[src/rtl/tgl_poll_pkg.sv]
package tgl_poll_pkg;
  typedef enum logic [2:0] {
    PS_IDLE = 3'd0,
    PS_REQ  = 3'd1,
    PS_WAIT = 3'd2,
    PS_RST  = 3'd3,
    PS_FIN  = 3'd4
  } poll_st_e;
endpackage

[src/rtl/tgl_iter_ctr.sv]
module tgl_iter_ctr #(
  parameter int ITW = 4
) (
  input  logic           clk,
  input  logic           rst_n,
  input  logic           clr,
  input  logic           inc,
  input  logic [ITW-1:0] lim,
  output logic           at_lim
);
  localparam int CW = ITW + 1;
  logic [ITW-1:0] cnt_q;
  logic [CW-1:0]  nxt;

  assign nxt    = {1'b0, cnt_q} + CW'(1);
  assign at_lim = (lim != '0) && (nxt == {1'b0, lim});

  always_ff @(posedge clk) begin
    if (!rst_n || clr) cnt_q <= '0;
    else if (inc)      cnt_q <= cnt_q + ITW'(1);
  end
endmodule

[src/rtl/tgl_cmp.sv]
module tgl_cmp (
  input  logic clk,
  input  logic rst_n,
  input  logic load,
  input  logic bit_in,
  output logic same
);
  logic first_q;

  always_ff @(posedge clk) begin
    if (!rst_n)    first_q <= 1'b0;
    else if (load) first_q <= bit_in;
  end

  assign same = (first_q == bit_in);
endmodule

[src/rtl/tgl_req_fmt.sv]
module tgl_req_fmt #(
  parameter int AW       = 12,
  parameter int DW       = 8,
  parameter int RST_ADDR = 'h555,
  parameter int RST_DATA = 'hF0
) (
  input  logic          is_wr,
  input  logic [AW-1:0] rd_addr,
  output logic          write,
  output logic [AW-1:0] addr,
  output logic [DW-1:0] wdata
);
  localparam logic [AW-1:0] CMD_A = AW'(RST_ADDR);
  localparam logic [DW-1:0] CMD_D = DW'(RST_DATA);

  always_comb begin
    write = is_wr;
    addr  = is_wr ? CMD_A : rd_addr;
    wdata = is_wr ? CMD_D : '0;
  end
endmodule

[src/rtl/tgl_poll_ctrl.sv]
module tgl_poll_ctrl #(
  parameter int AW       = 12,
  parameter int DW       = 8,
  parameter int ITW      = 4,
  parameter int TGL_A    = 6,
  parameter int TGL_B    = 2,
  parameter int TO_BIT   = 5,
  parameter int RST_ADDR = 'h555,
  parameter int RST_DATA = 'hF0
) (
  input  logic           clk,
  input  logic           rst_n,
  input  logic           start,
  input  logic           abort,
  input  logic           tbit_sel,
  input  logic [ITW-1:0] iter_lim,
  input  logic [AW-1:0]  poll_addr,
  output logic           req_valid,
  input  logic           req_ready,
  output logic           req_write,
  output logic [AW-1:0]  req_addr,
  output logic [DW-1:0]  req_wdata,
  input  logic           rsp_valid,
  input  logic [DW-1:0]  rsp_data,
  output logic           busy,
  output logic           done,
  output logic           fail,
  output logic           hang,
  output logic [DW-1:0]  status
);
  import tgl_poll_pkg::*;

  poll_st_e       st_q;
  logic           second_q, confirm_q, abt_q, fail_q, hang_q, sel_q;
  logic [ITW-1:0] lim_q;
  logic [AW-1:0]  addr_q;
  logic [DW-1:0]  stat_q;

  logic go, got, tbit, tobit, same, at_lim, cnt_inc, cmp_load;

  assign go    = start && (st_q == PS_IDLE || st_q == PS_FIN);
  assign got   = (st_q == PS_WAIT) && rsp_valid;
  assign tbit  = sel_q ? rsp_data[TGL_B] : rsp_data[TGL_A];
  assign tobit = rsp_data[TO_BIT];

  assign cmp_load = got && !second_q;
  assign cnt_inc  = got && second_q && !confirm_q && !(abt_q || abort)
                    && !same && !tobit && !at_lim;

  tgl_cmp u_cmp (
    .clk(clk), .rst_n(rst_n), .load(cmp_load), .bit_in(tbit), .same(same)
  );

  tgl_iter_ctr #(.ITW(ITW)) u_ctr (
    .clk(clk), .rst_n(rst_n), .clr(go), .inc(cnt_inc), .lim(lim_q), .at_lim(at_lim)
  );

  tgl_req_fmt #(.AW(AW), .DW(DW), .RST_ADDR(RST_ADDR), .RST_DATA(RST_DATA)) u_fmt (
    .is_wr(st_q == PS_RST), .rd_addr(addr_q),
    .write(req_write), .addr(req_addr), .wdata(req_wdata)
  );

  always_ff @(posedge clk) begin
    if (!rst_n) begin
      st_q      <= PS_IDLE;
      second_q  <= 1'b0;
      confirm_q <= 1'b0;
      abt_q     <= 1'b0;
      fail_q    <= 1'b0;
      hang_q    <= 1'b0;
      sel_q     <= 1'b0;
      lim_q     <= '0;
      addr_q    <= '0;
      stat_q    <= '0;
    end else if (go) begin
      st_q      <= PS_REQ;
      second_q  <= 1'b0;
      confirm_q <= 1'b0;
      abt_q     <= 1'b0;
      fail_q    <= 1'b0;
      hang_q    <= 1'b0;
      sel_q     <= tbit_sel;
      lim_q     <= iter_lim;
      addr_q    <= poll_addr;
    end else begin
      case (st_q)
        PS_REQ: begin
          if (abort) abt_q <= 1'b1;
          if (req_ready) st_q <= PS_WAIT;
        end
        PS_WAIT: begin
          if (rsp_valid) begin
            if (abt_q || abort) begin
              abt_q    <= 1'b0;
              second_q <= 1'b0;
              st_q     <= PS_IDLE;
            end else if (!second_q) begin
              second_q <= 1'b1;
              st_q     <= PS_REQ;
            end else begin
              second_q <= 1'b0;
              stat_q   <= rsp_data;
              if (same) begin
                st_q <= PS_FIN;
              end else if (confirm_q) begin
                fail_q <= 1'b1;
                st_q   <= PS_RST;
              end else if (tobit) begin
                confirm_q <= 1'b1;
                st_q      <= PS_REQ;
              end else if (at_lim) begin
                hang_q <= 1'b1;
                st_q   <= PS_FIN;
              end else begin
                st_q <= PS_REQ;
              end
            end
          end else if (abort) begin
            abt_q <= 1'b1;
          end
        end
        PS_RST: begin
          if (req_ready) st_q <= PS_FIN;
        end
        default: ;
      endcase
    end
  end

  assign req_valid = (st_q == PS_REQ) || (st_q == PS_RST);
  assign busy      = (st_q == PS_REQ) || (st_q == PS_WAIT) || (st_q == PS_RST);
  assign done      = (st_q == PS_FIN);
  assign fail      = done && fail_q;
  assign hang      = done && hang_q;
  assign status    = stat_q;
endmodule

[config.mk]
export PLATFORM = sky130hd
export DESIGN_NAME = tgl_poll_ctrl
export DESIGN_NICKNAME = d
export VERILOG_FILES = /design/src/rtl/tgl_poll_pkg.sv /design/src/rtl/tgl_iter_ctr.sv /design/src/rtl/tgl_cmp.sv /design/src/rtl/tgl_req_fmt.sv /design/src/rtl/tgl_poll_ctrl.sv
export SDC_FILE = /design/constraint.sdc
export NUM_CORES = 1
export LEC_CHECK = 0
export ABC_AREA = 1
export ABC_CLOCK_PERIOD_IN_PS = 1900
export BUFFER_PORTS_ARGS = -buffer_cell sky130_fd_sc_hd__buf_4
export CAP_MARGIN = 10
export CORE_ASPECT_RATIO = 1.75
export CORE_MARGIN = 2
export CORE_UTILIZATION = 42
export CTS_CLUSTER_SIZE = 16
export DETAILED_ROUTE_END_ITERATION = 7
export HOLD_SLACK_MARGIN = 0.06
export PLACE_DENSITY = 0.65
export SLEW_MARGIN = 0
export SYNTH_ARGS = -nofsm -noshare
export SYNTH_HDL_FRONTEND = slang
export SYNTH_SLANG_ARGS = --single-unit
[constraint.sdc]
create_clock -name clk -period 1.9 [get_ports clk]
set_input_delay 0.285 -clock clk [delete_from_list [all_inputs] [get_ports clk]]
set_output_delay 0.285 -clock clk [all_outputs]
set_load 0.01 [all_outputs]
==> qor.yml, run 1 <==
setup_path:
  r2r_setup_slack_ps: 250
  startpoint: "st_q[2]"
  crit_slowest_cell: "dfxtp_1"
  critical_path_class: "register to output pin"
  crit_family: "flip-flops"
  timing.rr.end: "u_ctr.cnt_q[0]"
  path_common_cell: "nor2_2"
  rr_worst_depth: 10
  crit_cells: 6
  path_max_fanout: 18
  critical_path.reg2reg.startpoint: "u_ctr.cnt_q[0]"
  endpoint_kind: "output pin"
  cp.arrival_ps: 1500
  required_ps: 1620
  worstSetupEndpoint: "req_addr[10]"
  cp_num_buf_inv: 3
  cp-start-kind: "register"
  critPathMaxStageDelay_ps: 410
  crit_chain: "nor2_2 -> inv_1 -> nor2_2 -> buf_12 -> or2_2 -> buf_4"
die:
  fp.dieW_um: 53.9
  core.rowCount: 31
  ios: 65
  die_h_um: 91.3
  start_util_pct: 44.1
  dieArea_um2: 4920
  coreArea_um2: 4150
power_and_ir_drop:
  leakage_nw: 1.10
  power_mw: 1.85
  vdd_drop_max_mv: 0.640
  powerDensity_nw_per_um2: 763
yosys:
  synth-seq-cells: 38
  yosys_warnings: 0
  synth.distinct_cells: 25
  yosysSeqAreaShare_pct: 41.6
  synthCells: 263
  syn_area_um2: 1830
  syn_avg_cell_area_um2: 6.96
timing:
  period_minus_slack_ps: 1780
  fmax_mhz: 561
  finalHoldViolCount: 0
  fin_skew_ps: 2.73
  rsz0062_at_grt: "no"
  finalSetupTns_ps: 0
  setup_viol: 0
  fin_crit_sh_pct: 93.8
  slew_viol_final: 0
global_routing:
  grt.busiest_layer: "met2"
  antenna_found_initial: 0
  grt_pass1_wl_um: 7230
  use_met2_pct: 34.8
  gr-usage-met1_pct: 21.7
  use_met3_pct: 4.44
  grt_pass1_vias: 1626
  grt_overflow: 0
  track_usage_pct: 19.8
  grt_max_degree: 28
final_layout:
  final_cell_mix: "buf_4, nor2_1, nand2_1, dfxtp_1, inv_1"
  final_layout_size_suffix_gt1_share_pct: 28.1
  seq_area_um2: 761
  fillCellCount: 418
  final_common_cell: "buf_4"
  area_growth_pct: 32.4
  multi_input_area_um2: 866
  nets: 355
  diodes: 0
  final_core_util_pct: 58.4
clock_tree:
  cts_made_buffers: 5
  holdBufCountCts: 0
  cts_tree: "done"
  clockRootBuffer: "clkbuf_8"
  clock_path_buffers: 2
  cts.sinks: 38
  clkLatencyLatePin_ps: 290
  clk_pin_slew_ps: 70
  cts-htree-levels: 2
worst_hold_path:
  hold_depth: 3
  hold_start: "tbit_sel"
  min_path_type: "input pin to register"
detailed_routing:
  wl_um: 4370
  drt_iter0_drc: 39
  postRouteAntennaNets: 0
  vias: 1778
  drt-pass1-iter-count: 4
  wire_per_inst_um: 11.7
  via_per_inst: 4.77
  drc: 0
status:
  outcome: "finished clean"
run:
  drv_cap: 0
placement:
  place_congestion: 0.761
  portBuffers: 60
  hpwlAfterDp_um: 3290
==> worst register-to-register path, stage by stage (launching register included) <==
cell,delay [ps]
dfxtp_1,450
ha_1,290
inv_1,80
nand2_1,50
nand2_1,50
nand3_1,60
nor2_1,150
nand3_2,140
nand3_1,140
nand2_1,60
a21oi_1,110
==> sequential cells by signal, indices dropped and copies added, names as in the netlist <==
register / cells
hang_q: 1
u_cmp.first_q: 1
lim_q: 4
fail_q: 1
status: 8
addr_q: 12
confirm_q: 1
sel_q: 1
second_q: 1
st_q: 3
abt_q: 1
u_ctr.cnt_q: 4
==> routing by layer <==
metal | up-vias | share of wire (%)
li1 | 942 | -
met1 | 803 | 40
met2 | 26 | 55
met3 | 7 | 3.0
met4 | 0 | 1.8
met5 | - | 0
==> cells in the mapped netlist <==
cell       n  area, µm²
a21oi_1   28        140
a31oi_1    1       6.26
buf_1      1       3.75
buf_2      2       10.0
buf_4      9       67.6
clkbuf_1   3       11.3
clkinv_1   2       7.51
conb_1     1       3.75
dfxtp_1   38        761
ha_1       1       12.5
inv_1     31        116
nand2_1   41        154
nand2_2    3       18.8
nand3_1   19       95.1
nand3_2    2       20.0
nand3b_1   1       7.51
nand4_1    3       18.8
nor2_1    42        158
nor2_2     1       6.26
nor2_4     3       33.8
nor3_1     2       10.0
o21ai_0   21        105
o21ai_2    1       8.76
or2_2      6       37.5
xor2_2     1       16.3
==> layout make-up <==
type	count	share of cell area, %
inverter	33	5.11
multi-input combinational	180	35.7
sequential	38	31.4
clock buffer	8	4.55
timing repair buffer	65	20.7
tap	49	2.53
==> worst min-delay path by stage <==
stage,endpoint,slack (ps)
4_1_cts,sel_q,240
6_report,sel_q,240
5_1_grt,addr_q[8],260
3_5_place_dp,addr_q[3],450
2_1_floorplan,addr_q[11],430
3_3_place_gp,addr_q[5],440
==> what timing repair did <==
action,in CTS,in global routing
buffers inserted,0,0
gates resized for setup,0,1
endpoints found under the setup margin,0,1
==> power by group <==
group | switching (mW) | leakage, nW | total (mW) | internal [mW]
clock network | 0.285 | 0.0575 | 0.651 | 0.366
logic | 0.183 | 0.732 | 0.337 | 0.154
registers | 0.0203 | 0.311 | 0.861 | 0.841
total | 0.488 | 1.10 | 1.85 | 1.36
==> through the flow <==
step	setup slack [ps]	instances	instance area, µm²	hold slack, ps
floorplan	430	266	1840	429
global placement	307	365	2310	442
detailed placement	291	365	2310	446
CTS	102	373	2420	240
global route	30.0	373	2420	256
finish	119	373	2420	241
==> logic make-up (layout without fill, tap and decap cells) <==
kind of cell / Yosys count / in the layout / synth area share, %
AND/OR/NAND/NOR: 123 / 123 / 30.6
buffers and inverters: 48 / 106 / 11.8
adder cells (fa/ha/maj): 1 / 1 / 0.684
flip-flops: 38 / 38 / 41.6
XOR/XNOR: 1 / 1 / 0.889
AO/OA/AOI/OAI: 51 / 51 / 14.2
other: 1 / 4 / 0.205
(Power assumes the default switching activity.)
==> run 2: changes to the inputs <==
--- a/config.mk
+++ b/config.mk
@@ -5,7 +5,6 @@
 export SDC_FILE = /design/constraint.sdc
 export NUM_CORES = 1
 export LEC_CHECK = 0
-export ABC_AREA = 1
 export ABC_CLOCK_PERIOD_IN_PS = 1900
 export BUFFER_PORTS_ARGS = -buffer_cell sky130_fd_sc_hd__buf_4
 export CAP_MARGIN = 10
==> run 2 against run 1 <==
Effect of this change: combinational power decreased by 17%; critical path depth is the same; global-route usage decreased by 2.1 points; non-clock buffer count up 2; synthesized cell count down 14%; first-iteration DRC count down 15%; design area up 2.0%; synthesized area increased by 5.7%; highest routed layer unchanged.
==> qor.yml, run 2 <==
yosys:
  synth_flop_cell: "dfxtp_1"  # unchanged
  netlist_top_cells_count: "nand2_1, dfxtp_1, a21boi_0, mux2i_1, nor2b_1"  # was nor2_1, nand2_1, dfxtp_1, inv_1, a21oi_1
  synthCells: 225  # was 263
  synth_area_leaders: "dfxtp_1, nand2_1, a21boi_0"  # was dfxtp_1, nor2_1, nand2_1
  synthArstFlopShare_pct: 0  # unchanged
  synth_top_area_cell: "dfxtp_1"  # unchanged
  synth_top_area_share_pct: 39.3  # was 41.6%
  yosysSeqAreaShare_pct: 39.3  # was 41.6%
  syn_avg_cell_area_um2: 8.60  # was 6.96 µm²
  synth_edf_count: 0  # unchanged
  synth_most_common_cell: "nand2_1"  # was nor2_1
  synth-seq-cells: 38  # unchanged
  synth.distinct_cells: 41  # was 25
  syn_area_um2: 1930  # was 1830 µm²
  yosys_warnings: 0  # unchanged
clock_tree:
  clk_pin_slew_ps: 70  # about the same
  clockRootBuffer: "clkbuf_8"  # unchanged
  cts_tree: "done"  # unchanged
  cts_made_buffers: 5  # unchanged
  cts-htree-levels: 2  # unchanged
  clock_path_buffers: 2  # unchanged
  clkLatencyLatePin_ps: 290  # about the same
  cts_setup_buffers: 0  # unchanged
  holdBufCountCts: 0  # unchanged
  cts.sinks: 38  # unchanged
power_and_ir_drop:
  vdd_drop_max_mv: 0.543  # was 0.640 mV
  power_mw: 1.65  # was 1.85 mW
  leakage_nw: 1.08  # was 1.10 nW
  powerDensity_nw_per_um2: 669  # was 763 nW/µm²
die:
  die_h_um: 93.8  # was 91.3 µm
  start_util_pct: 43.9  # was 44.1%
  coreArea_um2: 4400  # was 4150 µm²
  dieArea_um2: 5190  # was 4920 µm²
  ios: 65  # unchanged
  core.rowCount: 32  # was 31
  fp.dieW_um: 55.3  # was 53.9 µm
timing:
  fmax_mhz: 565  # was 561 MHz
  fin_crit_sh_pct: 93.1  # was 93.8%
  rsz0062_at_grt: "no"  # unchanged
  setup_viol: 0  # unchanged
  relSlewSlack_pct: 65.5
  fin_skew_ps: 5.66  # was 2.73 ps
  period_minus_slack_ps: 1770  # was 1780 ps
  worst_pin_slew_ps: 510
  holdWs_ps: 248  # was 241 ps
  slew_viol_final: 0  # unchanged
  finalSetupTns_ps: 0  # unchanged
  finalHoldViolCount: 0  # unchanged
global_routing:
  antenna_found_initial: 0  # unchanged
  grt_pass1_vias: 1641  # was 1626
  grt_overflow: 0  # unchanged
  grt_max_degree: 30  # was 28
  grt_pass1_wl_um: 7310  # was 7230 µm
  track_usage_pct: 17.7  # was 19.8%
final_layout:
  final_area_um2: 2470  # was 2420 µm²
  largest_reg_flops: 12  # unchanged
  final_cell_mix: "buf_4, nand2_1, dfxtp_1, a21boi_0, mux2i_1"  # was buf_4, nor2_1, nand2_1, dfxtp_1, inv_1
  final_common_cell: "buf_4"  # unchanged
  area_growth_pct: 27.7  # was 32.4%
  top_register: "addr_q"  # unchanged
  diodes: 0  # unchanged
  final_layout_size_suffix_gt1_share_pct: 30.5  # was 28.1%
  nets: 314  # was 355
  final_core_util_pct: 56.1  # was 58.4%
setup_path:
  path_max_fanout: 5  # was 18
  cp-start-kind: "register"  # unchanged
  required_ps: 2080  # was 1620 ps
  critical_path_class: "register to register"  # was register to output pin
  endpoint_kind: "register"  # was output pin
  cp.arrival_ps: 1950  # was 1500 ps
detailed_routing:
  drt-pass1-iter-count: 4  # unchanged
  vias: 1663  # was 1778
  wire_per_inst_um: 12.7  # was 11.7 µm
  via_per_inst: 4.99  # was 4.77
  drc: 0  # unchanged
  wl_um: 4240  # was 4370 µm
  drt_iter0_drc: 33  # was 39
  postRouteAntennaNets: 0  # unchanged
status:
  outcome: "finished clean"  # unchanged
placement:
  portBuffers: 60  # unchanged
  hpwlAfterDp_um: 3110  # was 3290 µm
  place_congestion: 0.798  # was 0.761
  placed_area_um2: 2390  # was 2310 µm²
worst_hold_path:
  min_path_type: "input pin to register"  # unchanged
run:
  drv_cap: 0  # unchanged
## run 2: logic make-up after synthesis
logic type	Yosys count	share of synthesized area (%)
buffers and inverters	24	7.24
multiplexers	14	7.57
XOR/XNOR	7	3.56
other	1	0.194
adder cells (fa/ha/maj)	1	0.647
flip-flops	38	39.3
AO/OA/AOI/OAI	39	15.1
AND/OR/NAND/NOR	101	26.4
## run 2: path summary, 6_finish.rpt
path                     to           start  cells after the start  slack (ps)
setup reg to reg    st_q[0]  u_ctr.cnt_q[1]                      6         130
setup / recovery    st_q[0]  u_ctr.cnt_q[1]                      6         130
hold reg to reg      hang_q          hang_q                      2         450
hold / removal    addr_q[9]    poll_addr[9]                      3         250
## run 2: layer usage
| layer | vias to the layer above | routed length, µm | track usage [%] |
|---|---|---|---|
| li1 | 846 | - | - |
| met1 | 770 | 1690 | 19.1 |
| met2 | 38 | 2240 | 31.3 |
| met3 | 9 | 203 | 4.41 |
| met4 | 0 | 109 | 9.76 |
| met5 | - | 0 | 0 |
## run 2: repair_timing
action | in CTS | in global routing
resized for setup | 1 | 1
setup endpoints to repair | 11 | 8
pin swaps | 0 | 1
## run 2: area by class of cell
class | instances | area (µm²)
well taps | 51 | 63.8
flip-flops and latches | 38 | 762
repair buffers | 67 | 503
multi-input cells | 166 | 1050
fillers | 442 | 1930
clock buffers | 7 | 76.3
inverters | 4 | 15.0
## run 2: power breakdown
group / internal [mW] / total [mW] / switching (mW)
Combinational: 0.141 / 0.279 / 0.138
Clock: 0.253 / 0.528 / 0.275
Sequential: 0.827 / 0.845 / 0.0186
## run 2: worst max-delay path, cell delays in order (launching register included)
cell and delay, ps:
dfxtp_1 360, ha_1 270, xnor2_1 160, xnor2_1 120, a311oi_4 360, a31oi_1 160, o211a_1 230
## run 2: per-stage QoR
stage               cells  setup WS, ps
detailed placement    326           143
global placement      326           126
CTS                   333          87.9
floorplan             228           121
finish                333           131
global route          333          15.5
